[config.mk]
export PLATFORM = sky130hd
export DESIGN_NAME = ofs_prog_unit
export DESIGN_NICKNAME = d
export VERILOG_FILES = /design/src/rtl/ofs_prog_pkg.sv /design/src/rtl/ofs_cfg_latch.sv /design/src/rtl/ofs_par_loader.sv /design/src/rtl/ofs_ser_loader.sv /design/src/rtl/ofs_prog_unit.sv
export SDC_FILE = /design/constraint.sdc
export NUM_CORES = 1
export LEC_CHECK = 0
export BUFFER_PORTS_ARGS = -buffer_cell sky130_fd_sc_hd__clkbuf_2
export CORE_MARGIN = 2
export CORE_UTILIZATION = 57
export CTS_CLUSTER_DIAMETER = 40
export DETAILED_ROUTE_END_ITERATION = 8
export PLACE_DENSITY = 0.92
export SYNTH_ARGS = -nofsm -noshare
export SYNTH_HDL_FRONTEND = slang
export SYNTH_SLANG_ARGS = --single-unit
[constraint.sdc]
create_clock -name clk -period 3.3 [get_ports clk]
set_clock_uncertainty 0.1 [all_clocks]
set_input_delay 0.66 -clock clk [delete_from_list [all_inputs] [get_ports clk]]
set_output_delay 0.66 -clock clk [all_outputs]
set_load 0.02 [all_outputs]
[src/rtl/ofs_prog_pkg.sv]
`timescale 1ns/1ps
package ofs_prog_pkg;

    typedef enum logic [1:0] {
        MODE_FIXED    = 2'd0,
        MODE_SERIAL   = 2'd1,
        MODE_PARALLEL = 2'd2
    } prog_mode_e;

    typedef struct packed {
        prog_mode_e mode;
        logic       parity_on;
    } prog_cfg_t;

    // Value both outputs carry while a loading sequence is unfinished.
    localparam int unsigned FALLBACK_OFS = 8;
    // Data bus position skipped when the parity option is latched.
    localparam int unsigned PARITY_POS   = 8;

    function automatic prog_mode_e decode_mode(input logic [2:0] s);
        case (s)
            3'b101:  return MODE_SERIAL;
            3'b110:  return MODE_PARALLEL;
            default: return MODE_FIXED;
        endcase
    endfunction

    function automatic int unsigned fixed_offset(input logic [2:0] s);
        case (s)
            3'b000:  return 8;
            3'b001:  return 16;
            3'b010:  return 64;
            3'b011:  return 256;
            3'b100:  return 1024;
            default: return FALLBACK_OFS;
        endcase
    endfunction

endpackage

[src/rtl/ofs_cfg_latch.sv]
`timescale 1ns/1ps
module ofs_cfg_latch
    import ofs_prog_pkg::*;
#(
    parameter int unsigned OFS_W = 12
) (
    input  logic             clk,
    input  logic             rst,
    input  logic [2:0]       sel_i,
    input  logic             parity_i,
    output prog_cfg_t        cfg_o,
    output logic [OFS_W-1:0] fixed_o
);

    // Configuration is captured only while master reset is asserted.
    always_ff @(posedge clk) begin
        if (rst) begin
            cfg_o.mode      <= decode_mode(sel_i);
            cfg_o.parity_on <= parity_i;
            fixed_o         <= OFS_W'(fixed_offset(sel_i));
        end
    end

endmodule

[src/rtl/ofs_par_loader.sv]
`timescale 1ns/1ps
module ofs_par_loader
    import ofs_prog_pkg::*;
#(
    parameter int unsigned OFS_W  = 12,
    parameter int unsigned DATA_W = 36
) (
    input  logic              clk,
    input  logic              rst,
    input  logic              en_i,
    input  logic              parity_on_i,
    input  logic              stb_i,
    input  logic [DATA_W-1:0] data_i,
    output logic [OFS_W-1:0]  ae_o,
    output logic [OFS_W-1:0]  af_o,
    output logic              done_o
);

    logic [OFS_W-1:0] word_w;
    logic             second_q;
    logic             take_w;

    // Close the gap left by the parity position when the option is on.
    generate
        for (genvar i = 0; i < OFS_W; i++) begin : g_pack
            if (i < PARITY_POS) begin : g_low
                assign word_w[i] = data_i[i];
            end else begin : g_high
                assign word_w[i] = parity_on_i ? data_i[i+1] : data_i[i];
            end
        end
        if (DATA_W > OFS_W + 1) begin : g_spare
            logic unused_hi_bits;
            assign unused_hi_bits = ^data_i[DATA_W-1:OFS_W+1];
        end
    endgenerate

    assign take_w = en_i && stb_i && !done_o;

    always_ff @(posedge clk) begin
        if (rst) begin
            ae_o     <= '0;
            af_o     <= '0;
            second_q <= 1'b0;
            done_o   <= 1'b0;
        end else if (take_w) begin
            if (!second_q) begin
                ae_o     <= word_w;
                second_q <= 1'b1;
            end else begin
                af_o   <= word_w;
                done_o <= 1'b1;
            end
        end
    end

    AST_PAR_FROZEN: assert property (@(posedge clk) disable iff (rst)
        done_o |=> done_o && $stable(ae_o) && $stable(af_o));

    AST_PAR_DONE_NEEDS_STROBE: assert property (@(posedge clk) disable iff (rst)
        $rose(done_o) |-> $past(stb_i) && $past(en_i) && $past(second_q));

endmodule

[src/rtl/ofs_ser_loader.sv]
`timescale 1ns/1ps
module ofs_ser_loader #(
    parameter int unsigned OFS_W = 12
) (
    input  logic             clk,
    input  logic             rst,
    input  logic             en_i,
    input  logic             shift_i,
    input  logic             bit_i,
    output logic [OFS_W-1:0] ae_o,
    output logic [OFS_W-1:0] af_o,
    output logic             done_o
);

    localparam int unsigned TOTAL = 2 * OFS_W;
    localparam int unsigned CNT_W = $clog2(TOTAL + 1);

    logic [TOTAL-1:0] shreg_q;
    logic [CNT_W-1:0] cnt_q;
    logic             take_w;

    assign take_w = en_i && shift_i && !done_o;

    always_ff @(posedge clk) begin
        if (rst) begin
            shreg_q <= '0;
            cnt_q   <= '0;
            done_o  <= 1'b0;
        end else if (take_w) begin
            shreg_q <= {shreg_q[TOTAL-2:0], bit_i};
            cnt_q   <= cnt_q + 1'b1;
            if (cnt_q == CNT_W'(TOTAL - 1)) begin
                done_o <= 1'b1;
            end
        end
    end

    // The earlier-shifted half sits in the upper bits.
    assign ae_o = shreg_q[TOTAL-1:OFS_W];
    assign af_o = shreg_q[OFS_W-1:0];

    AST_SER_FROZEN: assert property (@(posedge clk) disable iff (rst)
        done_o |=> done_o && $stable(shreg_q));

    AST_SER_IDLE_HOLD: assert property (@(posedge clk) disable iff (rst)
        !(en_i && shift_i) |=> $stable(shreg_q) && $stable(cnt_q));

    AST_SER_COUNT_LIMIT: assert property (@(posedge clk) disable iff (rst)
        $rose(done_o) |-> cnt_q == CNT_W'(TOTAL));

endmodule

[src/rtl/ofs_prog_unit.sv]
`timescale 1ns/1ps
module ofs_prog_unit
    import ofs_prog_pkg::*;
#(
    parameter int unsigned OFS_W  = 12,
    parameter int unsigned DATA_W = 36
) (
    input  logic              clk,
    input  logic              rst,
    input  logic              part_rst,
    input  logic [2:0]        sel_i,
    input  logic              parity_i,
    input  logic              wr_stb_i,
    input  logic [DATA_W-1:0] wr_data_i,
    input  logic              ser_en_i,
    input  logic              ser_bit_i,
    output logic [OFS_W-1:0]  ae_ofs_o,
    output logic [OFS_W-1:0]  af_ofs_o,
    output logic              done_o
);

    localparam logic [OFS_W-1:0] FALLBACK = OFS_W'(FALLBACK_OFS);

    prog_cfg_t        cfg;
    logic [OFS_W-1:0] fixed_ofs;
    logic [OFS_W-1:0] par_ae, par_af, ser_ae, ser_af;
    logic             par_done, ser_done;

    ofs_cfg_latch #(.OFS_W(OFS_W)) u_cfg (
        .clk      (clk),
        .rst      (rst),
        .sel_i    (sel_i),
        .parity_i (parity_i),
        .cfg_o    (cfg),
        .fixed_o  (fixed_ofs)
    );

    ofs_par_loader #(.OFS_W(OFS_W), .DATA_W(DATA_W)) u_par (
        .clk         (clk),
        .rst         (rst),
        .en_i        (cfg.mode == MODE_PARALLEL),
        .parity_on_i (cfg.parity_on),
        .stb_i       (wr_stb_i),
        .data_i      (wr_data_i),
        .ae_o        (par_ae),
        .af_o        (par_af),
        .done_o      (par_done)
    );

    ofs_ser_loader #(.OFS_W(OFS_W)) u_ser (
        .clk     (clk),
        .rst     (rst),
        .en_i    (cfg.mode == MODE_SERIAL),
        .shift_i (ser_en_i),
        .bit_i   (ser_bit_i),
        .ae_o    (ser_ae),
        .af_o    (ser_af),
        .done_o  (ser_done)
    );

    always_comb begin
        ae_ofs_o = FALLBACK;
        af_ofs_o = FALLBACK;
        done_o   = 1'b0;
        case (cfg.mode)
            MODE_FIXED: begin
                ae_ofs_o = fixed_ofs;
                af_ofs_o = fixed_ofs;
                done_o   = 1'b1;
            end
            MODE_SERIAL: begin
                done_o = ser_done;
                if (ser_done) begin
                    ae_ofs_o = ser_ae;
                    af_ofs_o = ser_af;
                end
            end
            MODE_PARALLEL: begin
                done_o = par_done;
                if (par_done) begin
                    ae_ofs_o = par_ae;
                    af_ofs_o = par_af;
                end
            end
            default: ;
        endcase
    end

    AST_PART_RST_HOLD: assert property (@(posedge clk) disable iff (rst)
        part_rst && !wr_stb_i && !ser_en_i |=>
            $stable(ae_ofs_o) && $stable(af_ofs_o) && $stable(done_o));

    AST_DONE_STICKY: assert property (@(posedge clk) disable iff (rst)
        done_o |=> done_o);

endmodule

# Word-level counts from Yosys, hierarchy flattened
# Cells that the tools add are included.
# totals
reg_bits	71
input_bits	46
out_inout_bits	25
# op_classes
add_sub_neg	1
n_eq_ne	9
mux	13
bitwise	1
reduce_logical	10
# ops
operator	count
12-bit one-hot mux with 3 select lines	2
12-bit 2-to-1 mux	4
11-bit one-hot mux with 4 select lines	1
3-bit == test, second input constant	3
3-bit by 2-bit == test with 1-bit output, second input constant	2
2-bit AND reduction	3
5-bit by 1-bit adder with 5-bit output, second input constant	1
5-bit == test, second input constant	1
1-bit logical AND	4
1-bit 2-to-1 mux	4
2-bit one-hot mux with 2 select lines	1
3-bit by 1-bit == test with 1-bit output, second input constant	1
1-bit one-hot mux with 3 select lines	1
2-bit by 1-bit == test with 1-bit output, second input constant	1
2-bit == test, second input constant	1
1-bit zero test	2
2-bit zero test	1
1-bit inverter	1

# Logic depth before layout (Yosys ltp)
# depth
depth_word	4
ltp_mapped	7
ltp_nobuf	4

# Cells and area by module
# A second synthesis with hierarchy kept.
# unflattened
hier_cells	313
hier_area_um2	2927.8
# modules_own_cells
module	instances	cells_each	area_each_um2
ofs_ser_loader	1	134	1098.6
ofs_par_loader	1	101	1001.0
ofs_prog_unit	1	53	469.2
ofs_cfg_latch	1	25	359.1

# Least setup slack after synthesis
# No wires, ideal clock.
# synth_path
kind	reg2out
from	register u_cfg.cfg_o[1] (netlist bit)
to	output ae_ofs_o[0]
arrival_time_ps	1279
required_ps	2540
slack_ps	1261
stages_incl_launch_ff	6
cell_sequence	edfxtp_1 buf_6 and3b_1 clkbuf_1 buf_2 a22o_1
# synth_via
elab_chain_cells	2
word_cells_on_any_way	4
# synth_rtl
item	line	source
from (decl)	ofs_cfg_latch.sv:11	output prog_cfg_t cfg_o,
2-bit == test (tied with other cells)	ofs_prog_unit.sv:65	case (cfg.mode)
12-bit one-hot mux with 3 select lines *	ofs_prog_unit.sv:65	
to (decl)	ofs_prog_unit.sv:17	output logic [OFS_W-1:0] ae_ofs_o,
# Mark *: on every way between the ends. The rest lies on a longest branch, timed or not.

# Worst setup path in the final report
# layout_path
from	register u_cfg.cfg_o[1] (netlist bit)
to	output done_o
# layout_via
elab_chain_cells	2
word_cells_on_any_way	4
# layout_rtl
item	line	source
2-bit == test (tied with other cells)	ofs_prog_unit.sv:65	
1-bit one-hot mux with 3 select lines *	ofs_prog_unit.sv:65	
to (decl)	ofs_prog_unit.sv:19	output logic done_o
# Marks and branches as above.

==> results.sh <==
export IMPL_min_period_over_period_pct=79.3
export IMPL_start_util_pct=59.5
export IMPL_nNetsFinal=389
export IMPL_path_buf_inv=2
export IMPL_ir_drop_mv=0.337
export IMPL_critPathMaxStageDelay_ns=0.53
export IMPL_syn_num_nets=352
export IMPL_grt_pass1_wl_microns=10600
export IMPL_drc=0
export IMPL_ys_types=38
export IMPL_wl_per_cell_microns=15.9
export IMPL_clock_latency_ns=0.34
export IMPL_cts_resized_gates=0
export IMPL_avgSynthCellArea_sq_um=9.34
export IMPL_path_delay_family="simple AND/OR/NAND/NOR gates"
export IMPL_diodes=0
export IMPL_gr_usage_met3_pct=6.43
export IMPL_ys_ff_latch=64
export IMPL_p_per_area_nw_per_um2=499
export IMPL_cts_buffers=9
export IMPL_ys_top_cells_by_count="nand2_1 (64), dfxtp_1 (56), a21oi_1 (38)"
export IMPL_yosys_warnings=0
export IMPL_synth_edf_count=8
export IMPL_netlist_instances=305
export IMPL_path_cells="and3b_1 > buf_4 > or3_1 > clkbuf_2"
export IMPL_required_ns=2.54
export IMPL_yosys_area_top_type="dfxtp_1"
export IMPL_vias_per_cell=5.76
export IMPL_grt_overflow_total=0
export IMPL_postSynth_asyncResetShare_pct=0
export IMPL_p_leak_nw=1.31
export IMPL_cp_arrival_ns=1.86
export IMPL_cp_slowest_cell="edfxtp_1"
export IMPL_synth_top_area_share_pct=39.4
export IMPL_grt_max_degree=40
export IMPL_num_vias=2384
export IMPL_min_period_ns=2.62
export IMPL_hold_viol_final=0
export IMPL_maxSlewViolCount=0
export IMPL_design_area_sq_um=3250
export IMPL_first_pass_iters=4
export IMPL_ys_seq_area_share_pct=47.8
export IMPL_syn_cell_area_sq_um=2850
export IMPL_cap_violations=0
export IMPL_io_pins=71
export IMPL_yosysMostFrequentCell="nand2_1"
export IMPL_grt_usage_pct=25.6
export IMPL_cts_clk_slew_worst_paths_ns=0.07
export IMPL_stdcell_count=414
export IMPL_drt_initial_drc_count=205
export IMPL_clkSinkCount=64
export IMPL_row_count=25
export IMPL_gp_congestion=0.840
export IMPL_wirelength_microns=6590
export IMPL_end_kind="output pin"
export IMPL_area_growth_synth_to_final_pct=14.3
export IMPL_ys_flop_type="dfxtp_1"
export IMPL_portBuffers=46
export IMPL_fin_util_pct=68.0
export IMPL_drive_gt1_share_pct=20.7
export IMPL_core_area_sq_um=4790
export IMPL_crit_type="reg2out"
export IMPL_ant_nets=0
export IMPL_first_global_vias=2293
export IMPL_status="finished, final reports clean"
export IMPL_min_path_type="reg2reg"
export IMPL_grtUsageMet1_pct=32.9
export IMPL_root_buffer="clkbuf_8"
export IMPL_synth_area_leaders="dfxtp_1 (39%), edfxtp_1 (8.4%), nand2_1 (8.4%)"
export IMPL_tns_ns=0
export IMPL_worst_slew_pin_slew_ns=0.759
export IMPL_clk_path_buf_depth=2
export IMPL_startpoint_type="flop"
export IMPL_dieArea_sq_um=5580
export IMPL_die_h_microns=74.7
export IMPL_busiest_layer="met2"
export IMPL_post_cts_buffers=0
export IMPL_timing_hold_ws_ns=0.360
export IMPL_ctsHoldBuffers=0
export IMPL_dp_cells=398
export IMPL_cts_tree="done"
export IMPL_antenna_found_initial=0
export IMPL_use_met2_pct=39.3
export IMPL_clock_fmax_mhz=382
export IMPL_h_tree_depth=3
export IMPL_rsz0062_at_grt="false"
export IMPL_dpl_hpwl_microns=4240
export IMPL_setup_viol=0
export IMPL_relSlewSlack_pct=49.4
export IMPL_die_x_microns=74.7
export IMPL_worst_path_max_fanout=23
export IMPL_dpl_cell_area_sq_um=3060
## final timing paths
check,slack (ns),startpoint,cells after the start,to
min,0.36,u_ser.shreg_q[23]$_SDFFE_PP0P_,2,u_ser.shreg_q[23]$_SDFFE_PP0P_
max reg2reg,1.44,u_cfg.cfg_o[1]$_DFFE_PP_,4,u_par.ae_o[5]$_SDFFE_PP0P_
min reg2reg,0.36,u_ser.shreg_q[23]$_SDFFE_PP0P_,2,u_ser.shreg_q[23]$_SDFFE_PP0P_
max,0.68,u_cfg.cfg_o[1]$_DFFE_PP_,4,done_o
## power by group
part           internal, W  switching, W  total [W]
logic            0.0000483     0.0000720   0.000120
clock network     0.000388      0.000291   0.000679
registers         0.000808     0.0000171   0.000825
## layer usage
metal / part of all wire [%] / vias up / wire length, microns
li1: - / 1141 / -
met1: 43 / 1104 / 2810
met2: 46 / 110 / 3010
met3: 7.7 / 29 / 506
met4: 4.0 / 0 / 267
met5: 0 / - / 0
## worst reg2reg max path, cell delays in order, from the launching register on
cell and delay, ns:
edfxtp_1 0.53, nor4bb_4 0.30, buf_4 0.24, and2_4 0.33, mux2i_1 0.27
## area by class of cell
type                       instances  area [sq um]
clock inverter                     3          40.0
fill                             350          1530
timing repair buffer              52           275
sequential                        64          1360
tap                               67          83.8
multi-input combinational        213          1330
inverter                           2          7.51
clock buffer                      13           159
## cells by family (layout without fill, tap and decap cells)
family / after synthesis / in the layout / synth area share (%)
AO/OA/AOI/OAI: 75 / 75 / 17.7
XOR/XNOR: 2 / 2 / 0.615
adder cells (fa/ha/maj): 1 / 1 / 0.439
buffers and inverters: 28 / 70 / 5.58
flip-flops: 64 / 64 / 47.8
multiplexers: 20 / 20 / 7.03
AND/OR/NAND/NOR: 115 / 115 / 20.9
## placed cells by master (no fill, tap or decap), types with 2 or more instances in the layout
cell and instances:
nand2_1 64, dfxtp_1 56, clkbuf_2 46, a21oi_1 38
nand2b_1 24, mux2i_1 20, a22o_1 14, clkbuf_8 11
a22oi_1 8, edfxtp_1 8, nor2_1 7, buf_4 6
and3b_1 5, o22a_1 4, a311oi_1 4, nor3b_1 3
or3_1 2, inv_1 2, a211oi_2 2, nand3_1 2
a211oi_1 2, clkbuf_1 2, clkinv_2 2
## per-stage QoR
stage               power (W)  setup WS (ns)
floorplan            0.000925           1.26
global placement     0.000955           1.06
detailed placement   0.000960           1.06
CTS                   0.00163          0.688
global route          0.00167          0.603
finish                0.00162          0.684
## registers in the layout, indices dropped and copies added, names as in the netlist
name,count
u_ser.shreg_q,24
u_ser.done_o,1
u_ser.cnt_q,5
u_cfg.fixed_o,5
u_par.second_q,1
u_par.done_o,1
u_par.ae_o,12
u_par.af_o,12
u_cfg.cfg_o,3
Note: power is estimated with default switching activity, not from simulation.
